File: config.mk
export PLATFORM = sky130hd
export DESIGN_NAME = sample_pin_mux
export DESIGN_NICKNAME = d
export VERILOG_FILES = /design/src/rtl/spm_pkg.sv /design/src/rtl/spm_quantizer.sv /design/src/rtl/spm_pin_sel.sv /design/src/rtl/sample_pin_mux.sv
export SDC_FILE = /design/constraint.sdc
export NUM_CORES = 1
export LEC_CHECK = 0
export CORE_UTILIZATION = 55
export DETAILED_ROUTE_END_ITERATION = 16
export DONT_BUFFER_PORTS = 1
export HOLD_SLACK_MARGIN = 0.08
export PLACE_DENSITY = 0.7
export SYNTH_ARGS = -nofsm -noshare
export SYNTH_HDL_FRONTEND = slang
export SYNTH_SLANG_ARGS = --single-unit
File: constraint.sdc
create_clock -name clk_i -period 0.8 [get_ports clk_i]
set_input_delay 0 -clock clk_i [delete_from_list [all_inputs] [get_ports clk_i]]
set_output_delay 0 -clock clk_i [all_outputs]
set_load 0.005 [all_outputs]
File: src/rtl/spm_pkg.sv
package spm_pkg;
  localparam int NUM_THR = 3;
  localparam int CODE_W  = 2;

  typedef enum logic [1:0] {
    TB_CLOCKS   = 2'b00,
    TB_PUMP     = 2'b01,
    TB_DIVIDERS = 2'b10,
    TB_RAW      = 2'b11
  } tbus_sel_e;
endpackage

File: src/rtl/spm_quantizer.sv
module spm_quantizer
  import spm_pkg::*;
#(
  parameter int SAMPLE_W = 8
) (
  input  logic [SAMPLE_W-1:0]              sample_i,
  input  logic [NUM_THR-1:0][SAMPLE_W-1:0] thr_i,
  output logic                             sign_o,
  output logic [CODE_W-1:0]                code_o,
  output logic                             mid_hit_o
);
  localparam int MID = NUM_THR / 2;

  logic [SAMPLE_W-1:0] abs_val;
  logic [NUM_THR-1:0]  hit;

  assign sign_o  = sample_i[SAMPLE_W-1];
  // unsigned reinterpretation keeps the most negative value exact
  assign abs_val = sign_o ? (~sample_i + SAMPLE_W'(1)) : sample_i;

  for (genvar k = 0; k < NUM_THR; k++) begin : g_cmp
    assign hit[k] = (abs_val >= thr_i[k]);
  end

  always_comb begin
    code_o = '0;
    for (int k = 0; k < NUM_THR; k++) code_o = code_o + CODE_W'(hit[k]);
  end

  assign mid_hit_o = hit[MID];
endmodule

File: src/rtl/spm_pin_sel.sv
module spm_pin_sel
  import spm_pkg::*;
(
  input  logic              test_en_i,
  input  tbus_sel_e         test_mode_i,
  input  logic              adc_mode_i,
  input  logic              sign_i,
  input  logic [CODE_W-1:0] code_i,
  input  logic              mid_hit_i,
  input  logic              int_clk_i,
  input  logic              cal_end_i,
  input  logic              clk_sel_i,
  input  logic              cp_up_i,
  input  logic              cp_dn_i,
  input  logic              sdo_i,
  input  logic              fb_div_i,
  input  logic              ref_div_i,
  input  logic              handshake_i,
  output logic [2:0]        pins_o
);
  logic [2:0] data_pins;
  logic [2:0] test_pins;

  always_comb begin
    if (adc_mode_i) data_pins = {sign_i, mid_hit_i, 1'b0};
    else            data_pins = {code_i[1], code_i[0], sign_i};
  end

  always_comb begin
    unique case (test_mode_i)
      TB_CLOCKS:   test_pins = {int_clk_i, cal_end_i, clk_sel_i};
      TB_PUMP:     test_pins = {cp_up_i, cp_dn_i, sdo_i};
      TB_DIVIDERS: test_pins = {fb_div_i, ref_div_i, handshake_i};
      default:     test_pins = {sign_i, code_i[0], code_i[1]};
    endcase
  end

  assign pins_o = test_en_i ? test_pins : data_pins;
endmodule

File: src/rtl/sample_pin_mux.sv
module sample_pin_mux
  import spm_pkg::*;
#(
  parameter int SAMPLE_W = 8
) (
  input  logic                             clk_i,
  input  logic                             rst_ni,
  input  logic [SAMPLE_W-1:0]              sample_i,
  input  logic [NUM_THR-1:0][SAMPLE_W-1:0] thr_i,
  input  logic                             adc_mode_i,
  input  logic                             test_en_i,
  input  logic [1:0]                       test_mode_i,
  input  logic                             int_clk_i,
  input  logic                             cal_end_i,
  input  logic                             clk_sel_i,
  input  logic                             cp_up_i,
  input  logic                             cp_dn_i,
  input  logic                             sdo_i,
  input  logic                             fb_div_i,
  input  logic                             ref_div_i,
  input  logic                             handshake_i,
  output logic [2:0]                       pins_o
);
  logic              sign;
  logic [CODE_W-1:0] code;
  logic              mid_hit;
  logic [2:0]        pins_d;
  logic [2:0]        pins_q;

  spm_quantizer #(.SAMPLE_W(SAMPLE_W)) u_quant (
    .sample_i  (sample_i),
    .thr_i     (thr_i),
    .sign_o    (sign),
    .code_o    (code),
    .mid_hit_o (mid_hit)
  );

  spm_pin_sel u_sel (
    .test_en_i   (test_en_i),
    .test_mode_i (tbus_sel_e'(test_mode_i)),
    .adc_mode_i  (adc_mode_i),
    .sign_i      (sign),
    .code_i      (code),
    .mid_hit_i   (mid_hit),
    .int_clk_i   (int_clk_i),
    .cal_end_i   (cal_end_i),
    .clk_sel_i   (clk_sel_i),
    .cp_up_i     (cp_up_i),
    .cp_dn_i     (cp_dn_i),
    .sdo_i       (sdo_i),
    .fb_div_i    (fb_div_i),
    .ref_div_i   (ref_div_i),
    .handshake_i (handshake_i),
    .pins_o      (pins_d)
  );

  // single output register: no select path reaches a pin combinationally
  always_ff @(posedge clk_i or negedge rst_ni) begin
    if (!rst_ni) pins_q <= '0;
    else         pins_q <= pins_d;
  end

  assign pins_o = pins_q;

  // checks
  logic started_q;
  always_ff @(posedge clk_i or negedge rst_ni) begin
    if (!rst_ni) started_q <= 1'b0;
    else         started_q <= 1'b1;
  end

  AST_SIGN_PIN0: assert property (@(posedge clk_i) disable iff (!rst_ni)
    started_q && $past(!test_en_i && !adc_mode_i) |-> pins_o[0] == $past(sample_i[SAMPLE_W-1]));
  AST_SIGN_PIN2: assert property (@(posedge clk_i) disable iff (!rst_ni)
    started_q && $past(!test_en_i && adc_mode_i) |-> pins_o[2] == $past(sample_i[SAMPLE_W-1]));
  AST_PIN0_IDLE: assert property (@(posedge clk_i) disable iff (!rst_ni)
    started_q && $past(!test_en_i && adc_mode_i) |-> !pins_o[0]);
  AST_PUMP_BUS: assert property (@(posedge clk_i) disable iff (!rst_ni)
    started_q && $past(test_en_i && test_mode_i == 2'b01)
      |-> pins_o == $past({cp_up_i, cp_dn_i, sdo_i}));
  AST_DIV_BUS: assert property (@(posedge clk_i) disable iff (!rst_ni)
    started_q && $past(test_en_i && test_mode_i == 2'b10)
      |-> pins_o == $past({fb_div_i, ref_div_i, handshake_i}));
  AST_RESET_PINS: assert property (@(posedge clk_i)
    !rst_ni |-> pins_o == 3'b000);
endmodule

==> reports/qor.yml, run 1 <==
status:
  status: "complete, but fails checks"
  violations: "design-rule violations, negative hold slack, negative setup slack"
flow_run:
  drv_cap: 0
logic_synthesis:
  synth_seq_cells: 3
  synth.distinct_cells: 27
  synth_nets: 191
  synth_area_sq_um: 962
  yosys_warnings: 0
  synth_area_per_cell_sq_um: 8.15
  yosysSeqAreaShare_pct: 7.80
  syn-instance-count: 118
finish:
  multi_input_area_sq_um: 885
  final_cells: 151
  stdcell_area_sq_mm: 0.00122
  antenna_cells: 0
  fillers: 115
  final_nets: 209
  layout-drive-gt1-share_pct: 22.2
  largest_register_ffs: 3
  regArea_sq_um: 75.1
  area_growth_pct: 26.8
pwr:
  p_per_area_mw_per_mm2: 959
  p_leak_nw: 0.656
  p_comb_share_pct: 60.4
  switching_share_pct: 37.0
  p_clk_share_pct: 23.8
  p_sw_mw: 0.433
  p_int_mw: 0.737
  ir_worst_vdd_uv: 574
  pwr-share-seq_pct: 15.8
global_route:
  grt_usage_pct: 24.7
  grt_max_degree: 11
  grt_pass1_vias: 801
  grt_pass1_wl_um: 3310
  antenna_found_initial: 0
  gr-total-overflow: 0
floorplanning:
  die_h_um: 43.8
  fp.dieW_um: 43.8
  initial_core_util_pct: 61.0
  die-area_sq_mm: 0.00192
  ioPinCount: 50
  coreArea_sq_mm: 0.00158
  num_rows: 14
place:
  dp_slack_ps: -1900
  dp_cells: 140
  post_dp_cell_area_sq_mm: 0.00105
  dp_hpwl_um: 1750
  gp_congestion: 0.770
  portBuffers: 0
worst_setup_path:
  crit_type: "in -> reg"
  max_stage_delay_ps: 450
  critPathMostFrequentCell: "nand2_1"
  cp-start-kind: "primary input"
  crit_chain: "or3_4 > o31ai_4 > xnor2_2 > ha_4 > a21oi_2 > nand2_1 > a41o_1 > a31oi_4 > fa_2 > inv_1 > mux4_2 > nand2_1 > o21ai_1"
  worstPathArrival_ps: 2540
  crit_path_end_kind: "register"
  cp_max_fo: 3
  crit_slowest_cell: "mux4_2"
  required_ps: 930
clock_tree:
  clk_pin_slew_ps: 40
  numCtsBuffers: 3
  cts_buffer_depth: 2
  hold_buffers: 6
  cts.sinks: 3
  h-tree-depth: 1
  cts_tree: "done"
  cts-root-buf: "clkbuf_4"
timing:
  setup_ws_ps: -1610
  drv_slew: 0
  max_slew_margin_pct: 74.2
  hold_violations: 1
  worstMarginPinSlew_ps: 382
  final.period_utilization_pct: 301
  setup_viol: 3
  fmaxAchievable_ghz: 0.415
  period_minus_slack_ps: 2410
  hold_ws_ps: -144
  setup_tns_ps: -4530
  rsz0062_at_grt: "yes"
detailed_routing:
  drc: 4
  ant_nets: 0
  wire_per_inst_um: 15.0
  drtIter0Drc: 14
  wl_um: 2270
  num_vias: 885
  firstDrtPassIters: 10
  viasPerCell: 5.86
worst_hold_path:
  hp-class: "in -> reg"
area by class of cell:
| cell class | instances | share of cell area (%) |
|---|---|---|
| flip-flops and latches | 3 | 6.15 |
| inverters | 25 | 7.69 |
| well taps | 16 | 1.64 |
| multi-input cells | 89 | 72.5 |
| repair buffers | 14 | 9.85 |
| clock buffers | 4 | 2.15 |
final timing paths:
check,cells past startpoint,endpoint,slack (ps),start
max,13,pins_o[0]$_DFF_PN0_,-1610,sample_i[1]
min,1,pins_o[0]$_DFF_PN0_,-140,test_en_i
max in group asynchronous,2,pins_o[1]$_DFF_PN0_,80,rst_ni
min in group asynchronous,2,pins_o[2]$_DFF_PN0_,570,rst_ni
worst max-delay path: cells and delay by family:
family | cells | cell delay, ps
AOI/OAI and AO/OA | 5 | 800
adders and majority gates | 2 | 500
xor gates and xnor gates | 1 | 220
muxes | 1 | 450
buffers and inverters | 1 | 40
and+or+nand+nor | 3 | 530
kinds of logic after synthesis:
group / after synthesis / synth area share [%]
XOR/XNOR: 5 / 4.55
AND/OR/NAND/NOR: 26 / 15.1
multiplexers: 4 / 7.54
buffers and inverters: 26 / 10.3
adder cells (fa/ha/maj): 26 / 34.6
AO/OA/AOI/OAI: 28 / 20.2
flip-flops: 3 / 7.80
cell usage after synthesis:
cell / count / area share [%]
ha_1: 25 / 33
inv_1: 25 / 9.8
a21oi_1: 7 / 3.6
nand2_1: 7 / 2.7
o21ai_0: 7 / 3.6
xnor2_1: 5 / 4.6
a21o_1: 4 / 3.1
nand2b_1: 4 / 2.6
nand3_1: 4 / 2.1
a31oi_1: 3 / 2.0
dfrtp_1: 3 / 7.8
nor2_1: 3 / 1.2
a41o_1: 2 / 2.1
and2_1: 2 / 1.3
mux2i_1: 2 / 2.1
mux4_1: 2 / 5.5
nor2b_1: 2 / 1.3
or3_4: 2 / 2.3
a41oi_1: 1 / 0.91
and3_1: 1 / 0.65
buf_2: 1 / 0.52
fa_1: 1 / 2.1
nor4b_1: 1 / 0.91
o21a_1: 1 / 0.78
o21ai_2: 1 / 0.91
o2bb2ai_1: 1 / 0.91
o31ai_4: 1 / 2.2
placed cells by master, fill, tap and decap left out, types with 3 or more instances in the layout:
cell type,n
dfrtp_1,3
nand2b_1,4
a21oi_1,6
clkbuf_4,3
nand3_1,3
dlygate4sd3_1,6
ha_1,23
nor2_1,3
xnor2_1,3
nand2_1,7
a21o_1,4
buf_4,8
inv_1,25
o21ai_0,5
routing by layer:
metal | vias to the layer above | global-route usage [%] | wire length, um
met2 | 38 | 39.7 | 1090
met5 | - | 0 | 0
li1 | 448 | - | -
met3 | 5 | 9.17 | 168
met1 | 394 | 28.6 | 964
met4 | 0 | 12.5 | 44
repair_timing:
item                                    4_1_cts  5_1_grt
resized for setup                             5        9
pin swaps                                     3        6
setup buffers                                 1        0
endpoints found under the hold margin         6        2
endpoints found under the setup margin        3        3
power by group through the flow:
stage	combinational, mW	sequential (mW)	clock [mW]
floorplan	0.432	0.185	0
global placement	0.538	0.186	0
detailed placement	0.555	0.187	0
CTS	0.632	0.185	0.266
global route	0.785	0.187	0.312
finish	0.706	0.185	0.278
through the flow:
stage,power [mW],util (%)
after detailed placement,0.742,66.7
after global routing,1.28,77.4
after floorplan,0.617,-
after global placement,0.724,66.7
after CTS,1.08,73.5
final,1.17,77.4
(Power assumes the default switching activity.)
==> run 2, diff against run 1 <==
Settings changed: ABC_CLOCK_PERIOD_IN_PS set to 2060, PLACE_DENSITY 0.7 to 0.73.
Clock period 0.8 ns to 2.06 ns, I/O delays scaled along.
==> reports/qor.yml, run 2 (same netlist as run 1, synthesis figures left out) <==
status:
  status: "complete, but fails checks"
  violations: "design-rule violations, negative hold slack, negative setup slack"
detailed_routing:
  drtIter0Drc: 19  # +5
  viasPerCell: 5.93  # +1.1%
  drc: 4  # unchanged
  firstDrtPassIters: 10  # unchanged
  ant_nets: 0  # unchanged
  num_vias: 907  # +2.5%
  wl_um: 2150  # -5.3%
  wire_per_inst_um: 14.0  # -6.5%
pwr:
  p_clk_share_pct: 23.2  # -0.6 points
  p_comb_share_pct: 60.4  # about the same
  p_leak_nw: 0.662  # +0.88%
  p_per_area_mw_per_mm2: 361  # -62%
  switching_share_pct: 36.1  # -0.97 points
  pwr-share-seq_pct: 16.4  # +0.6 points
  p_sw_mw: 0.157  # -64%
  p_int_mw: 0.279  # -62%
  ir_worst_vdd_uv: 280  # -51%
finish:
  largest_register_ffs: 3  # unchanged
  antenna_cells: 0  # unchanged
  final_cell_mix: "25 x inv_1, 24 x ha_1, 10 x buf_4, 7 x nand2_1, 6 x dlygate4sd3_1"
  layout-drive-gt1-share_pct: 22.6  # +0.41 points
  area_growth_pct: 25.6
  final_nets: 211  # +0.96%
  final_common_cell: "inv_1"
place:
  portBuffers: 0  # unchanged
  gp_congestion: 0.791  # +2.7%
  dp_hpwl_um: 1770  # +1.3%
  dp_slack_ps: -677  # +1220 ps
floorplanning:
  fp.dieW_um: 43.8  # unchanged
  die_h_um: 43.8  # unchanged
  ioPinCount: 50  # unchanged
  num_rows: 14  # unchanged
  initial_core_util_pct: 61.0  # unchanged
  coreArea_sq_mm: 0.00158  # unchanged
  die-area_sq_mm: 0.00192  # unchanged
global_route:
  grt_max_degree: 11  # unchanged
  antenna_found_initial: 0  # unchanged
  grt_pass1_vias: 946  # +18%
  grt_pass1_wl_um: 3550  # +7.1%
  grt_usage_pct: 24.1  # -0.60 points
  gr-total-overflow: 0  # unchanged
clock_tree:
  cts_tree: "done"
  numCtsBuffers: 3  # unchanged
  cts.sinks: 3  # unchanged
  cts_buffer_depth: 2  # unchanged
  hold_buffers: 6  # unchanged
  clk_pin_slew_ps: 40  # about the same
  cts-root-buf: "clkbuf_4"
  h-tree-depth: 1  # unchanged
worst_setup_path:
  cp_max_fo: 3  # unchanged
  crit_path_end_kind: "register"
  crit_slowest_cell: "mux4_2"
  critPathMostFrequentCell: "nand2_1"
  crit_type: "in -> reg"
  max_stage_delay_ps: 450  # about the same
  required_ps: 2170  # +1240 ps
  worstPathArrival_ps: 2570  # +30 ps
  cp-start-kind: "primary input"
  critPathTopFamily: "compound AO/OA/AOI/OAI gates"
  worst-path-buf-inv: 1  # unchanged
  crit_chain: "or3_4 > o31ai_4 > xnor2_2 > ha_1 > a21oi_2 > nand2_1 > a41o_1 > a31oi_1 > fa_2 > inv_1 > mux4_2 > nand2_1 > o21ai_1"
timing:
  fmaxAchievable_ghz: 0.406
  setup_ws_ps: -406  # +1210 ps
  drv_slew: 0  # unchanged
  rsz0062_at_grt: "yes"
  worstMarginPinSlew_ps: 400  # +17.4 ps
  setup_viol: 3  # unchanged
  period_minus_slack_ps: 2470
  final.period_utilization_pct: 120
  setup_tns_ps: -942  # +3590 ps
  hold_violations: 1  # unchanged
  max_slew_margin_pct: 73.1  # -1.2 points
  hold_ws_ps: -118  # +26.2 ps
flow_run:
  drv_cap: 0  # unchanged
worst_hold_path:
  hp-class: "in -> reg"
-- run 2: cell count changes in the layout (fill, tap and decap cells not counted), sizes merged --
cell,before,now
buf,8,10
-- run 2: per-stage QoR --
stage               instance area (sq um)  hold slack [ps]  power [mW]  cells  utilization, %
global placement                     1050             -296       0.280    140            66.7
finish                               1210             -118       0.436    153            76.7
global route                         1210             -127       0.484    153            76.7
floorplan                             985             -296       0.240    118               -
CTS                                  1180            -96.6       0.425    152            75.0
detailed placement                   1050             -296       0.292    140            66.7
-- run 2: routing by layer --
metal / up-vias / GRT usage [%] / wire [um]
li1: 450 / - / -
met1: 413 / 27.3 / 937
met2: 40 / 45.1 / 1060
met3: 4 / 3.33 / 111
met4: 0 / 8.75 / 36
met5: - / 0 / 0
-- run 2: path summary, 6_finish.rpt --
path	from	to	slack, ps	depth (start not counted)
min in group asynchronous	rst_ni	pins_o[0]$_DFF_PN0_	550	2
setup / recovery	sample_i[1]	pins_o[0]$_DFF_PN0_	-410	13
max in group asynchronous	rst_ni	pins_o[1]$_DFF_PN0_	1370	2
hold / removal	test_en_i	pins_o[0]$_DFF_PN0_	-120	1
-- run 2: cell type report --
cell class | instances | area, sq um
inverters | 25 | 93.8
clock buffers | 4 | 26.3
repair buffers | 16 | 135
multi-input cells | 89 | 858
flip-flops and latches | 3 | 75.1
fillers | 123 | 368
well taps | 16 | 20.0
-- run 2: repair_timing --
action,4_1_cts,5_1_grt
resized for setup,5,8
endpoints found under the hold margin,6,1
pin swaps,7,3
endpoints found under the setup margin,3,3
setup buffers,2,1
-- run 2: power by group through the flow --
| stage | Clock [mW] | Combinational [mW] | Sequential, mW |
|---|---|---|---|
| after floorplan | 0 | 0.168 | 0.0717 |
| after global placement | 0 | 0.208 | 0.0720 |
| after detailed placement | 0 | 0.220 | 0.0722 |
| after CTS | 0.104 | 0.250 | 0.0716 |
| after global routing | 0.111 | 0.299 | 0.0731 |
| final | 0.101 | 0.264 | 0.0716 |
==> run 3, diff against run 2 <==
Settings changed: CAP_MARGIN set to 20, MAX_ROUTING_LAYER set to met4.
==> reports/qor.yml, run 3 (same netlist as run 1, synthesis figures left out) <==
detailed_routing:
  ant_nets: 0  # unchanged
  drc: 4  # unchanged
  wl_um: 2140  # -0.33%
  drtIter0Drc: 19  # unchanged
  firstDrtPassIters: 10  # unchanged
  wire_per_inst_um: 14.0  # -0.33%
  num_vias: 906  # -0.11%
  viasPerCell: 5.92  # -0.11%
finish:
  final_common_cell: "inv_1"
  regArea_sq_um: 75.1  # unchanged
  layout-drive-gt1-share_pct: 22.6  # unchanged
  area_growth_pct: 25.6  # unchanged
  post-route-util_pct: 76.7  # unchanged
  final_cell_mix: "25 x inv_1, 24 x ha_1, 10 x buf_4, 7 x nand2_1, 6 x dlygate4sd3_1"
  multi_input_area_sq_um: 858  # unchanged
  largest_register_ffs: 3  # unchanged
  antenna_cells: 0  # unchanged
  final_nets: 211  # unchanged
  fillers: 123  # unchanged
worst_setup_path:
  max_stage_delay_ps: 450  # about the same
  worstPathArrival_ps: 2570  # about the same
  crit_type: "in -> reg"
  cp-start-kind: "primary input"
  crit_path_end_kind: "register"
  crit_chain: "or3_4 > o31ai_4 > xnor2_2 > ha_1 > a21oi_2 > nand2_1 > a41o_1 > a31oi_1 > fa_2 > inv_1 > mux4_2 > nand2_1 > o21ai_1"
  required_ps: 2170  # about the same
  critPathTopFamily: "compound AO/OA/AOI/OAI gates"
  cp_max_fo: 3  # unchanged
  crit_slowest_cell: "mux4_2"
  worst-path-buf-inv: 1  # unchanged
  critPathMostFrequentCell: "nand2_1"
clock_tree:
  numCtsBuffers: 3  # unchanged
  cts_tree: "done"
  h-tree-depth: 1  # unchanged
  cts-root-buf: "clkbuf_4"
  cts.sinks: 3  # unchanged
  cts_buffer_depth: 2  # unchanged
  hold_buffers: 6  # unchanged
  clk_pin_slew_ps: 40  # about the same
timing:
  period_minus_slack_ps: 2460  # -2.00 ps
  setup_ws_ps: -404  # +2.00 ps
  fmaxAchievable_ghz: 0.406  # about the same
  max_slew_margin_pct: 73.1  # unchanged
  drv_slew: 0  # unchanged
  hold_violations: 1  # unchanged
  worstMarginPinSlew_ps: 400  # unchanged
  setup_tns_ps: -938  # +3.99 ps
  final.period_utilization_pct: 120  # about the same
  hold_ws_ps: -118  # unchanged
  rsz0062_at_grt: "yes"
  setup_viol: 3  # unchanged
pwr:
  ir_worst_vdd_uv: 280  # about the same
  p_per_area_mw_per_mm2: 361  # -0.11%
  finalPower_mw: 0.436  # -0.11%
  p_leak_nw: 0.662  # unchanged
worst_hold_path:
  hp-class: "in -> reg"
global_route:
  grt_max_degree: 11  # unchanged
  grt_usage_pct: 24.9  # +0.75 points
  grt_pass1_wl_um: 3550  # unchanged
  antenna_found_initial: 0  # unchanged
  grt_pass1_vias: 946  # unchanged
  gr-total-overflow: 0  # unchanged
status:
  status: "complete, but fails checks"
  violations: "design-rule violations, negative hold slack, negative setup slack"
floorplanning:
  die-area_sq_mm: 0.00192  # unchanged
  initial_core_util_pct: 61.0  # unchanged
  fp.dieW_um: 43.8  # unchanged
  num_rows: 14  # unchanged
  die_h_um: 43.8  # unchanged
  coreArea_sq_mm: 0.00158  # unchanged
  ioPinCount: 50  # unchanged
place:
  dp_hpwl_um: 1770  # unchanged
  gp_congestion: 0.802  # +1.4%
  portBuffers: 0  # unchanged
flow_run:
  drv_cap: 0  # unchanged
[run 3: cell counts in the layout (fill, tap and decap cells not counted)]
Identical to the previous run, type by type.
[run 3: worst paths after layout]
kind | end | from | cells after the start | slack (ps)
max in group asynchronous | pins_o[1]$_DFF_PN0_ | rst_ni | 2 | 1370
hold / removal | pins_o[0]$_DFF_PN0_ | test_en_i | 1 | -120
setup / recovery | pins_o[0]$_DFF_PN0_ | sample_i[1] | 13 | -400
min in group asynchronous | pins_o[0]$_DFF_PN0_ | rst_ni | 2 | 550
[run 3: repair_timing]
item                       CTS  global route
setup endpoints to repair    3             3
buffers inserted             2             1
resized for setup            5             8
pin swaps                    7             3
hold endpoints to repair     6             1
[run 3: area by class of cell]
class / count / area share (%)
Clock buffer: 4 / 2.17
Inverter: 25 / 7.76
Timing Repair Buffer: 16 / 11.2
Tap cell: 16 / 1.66
Multi-Input combinational cell: 89 / 71.0
Sequential cell: 3 / 6.21
[run 3: where the power goes]
part / switching, mW / internal (mW) / total [mW]
clock network: 0.0288 / 0.0725 / 0.101
logic: 0.124 / 0.139 / 0.263
registers: 0.00398 / 0.0677 / 0.0716
total: 0.157 / 0.279 / 0.436
[run 3: per-stage QoR]
step,instance area (sq um),std cells,setup slack [ps]
final,1210,153,-404
after global routing,1210,153,-509
after CTS,1180,152,-422
after detailed placement,1050,140,-677
after global placement,1050,140,-610
after floorplan,985,118,-471
[run 3: layer usage]
layer	GRT usage, %	wire (um)
met4	8.75	36
met5	-	0
met1	27.3	933
met2	45.1	1060
met3	3.33	113
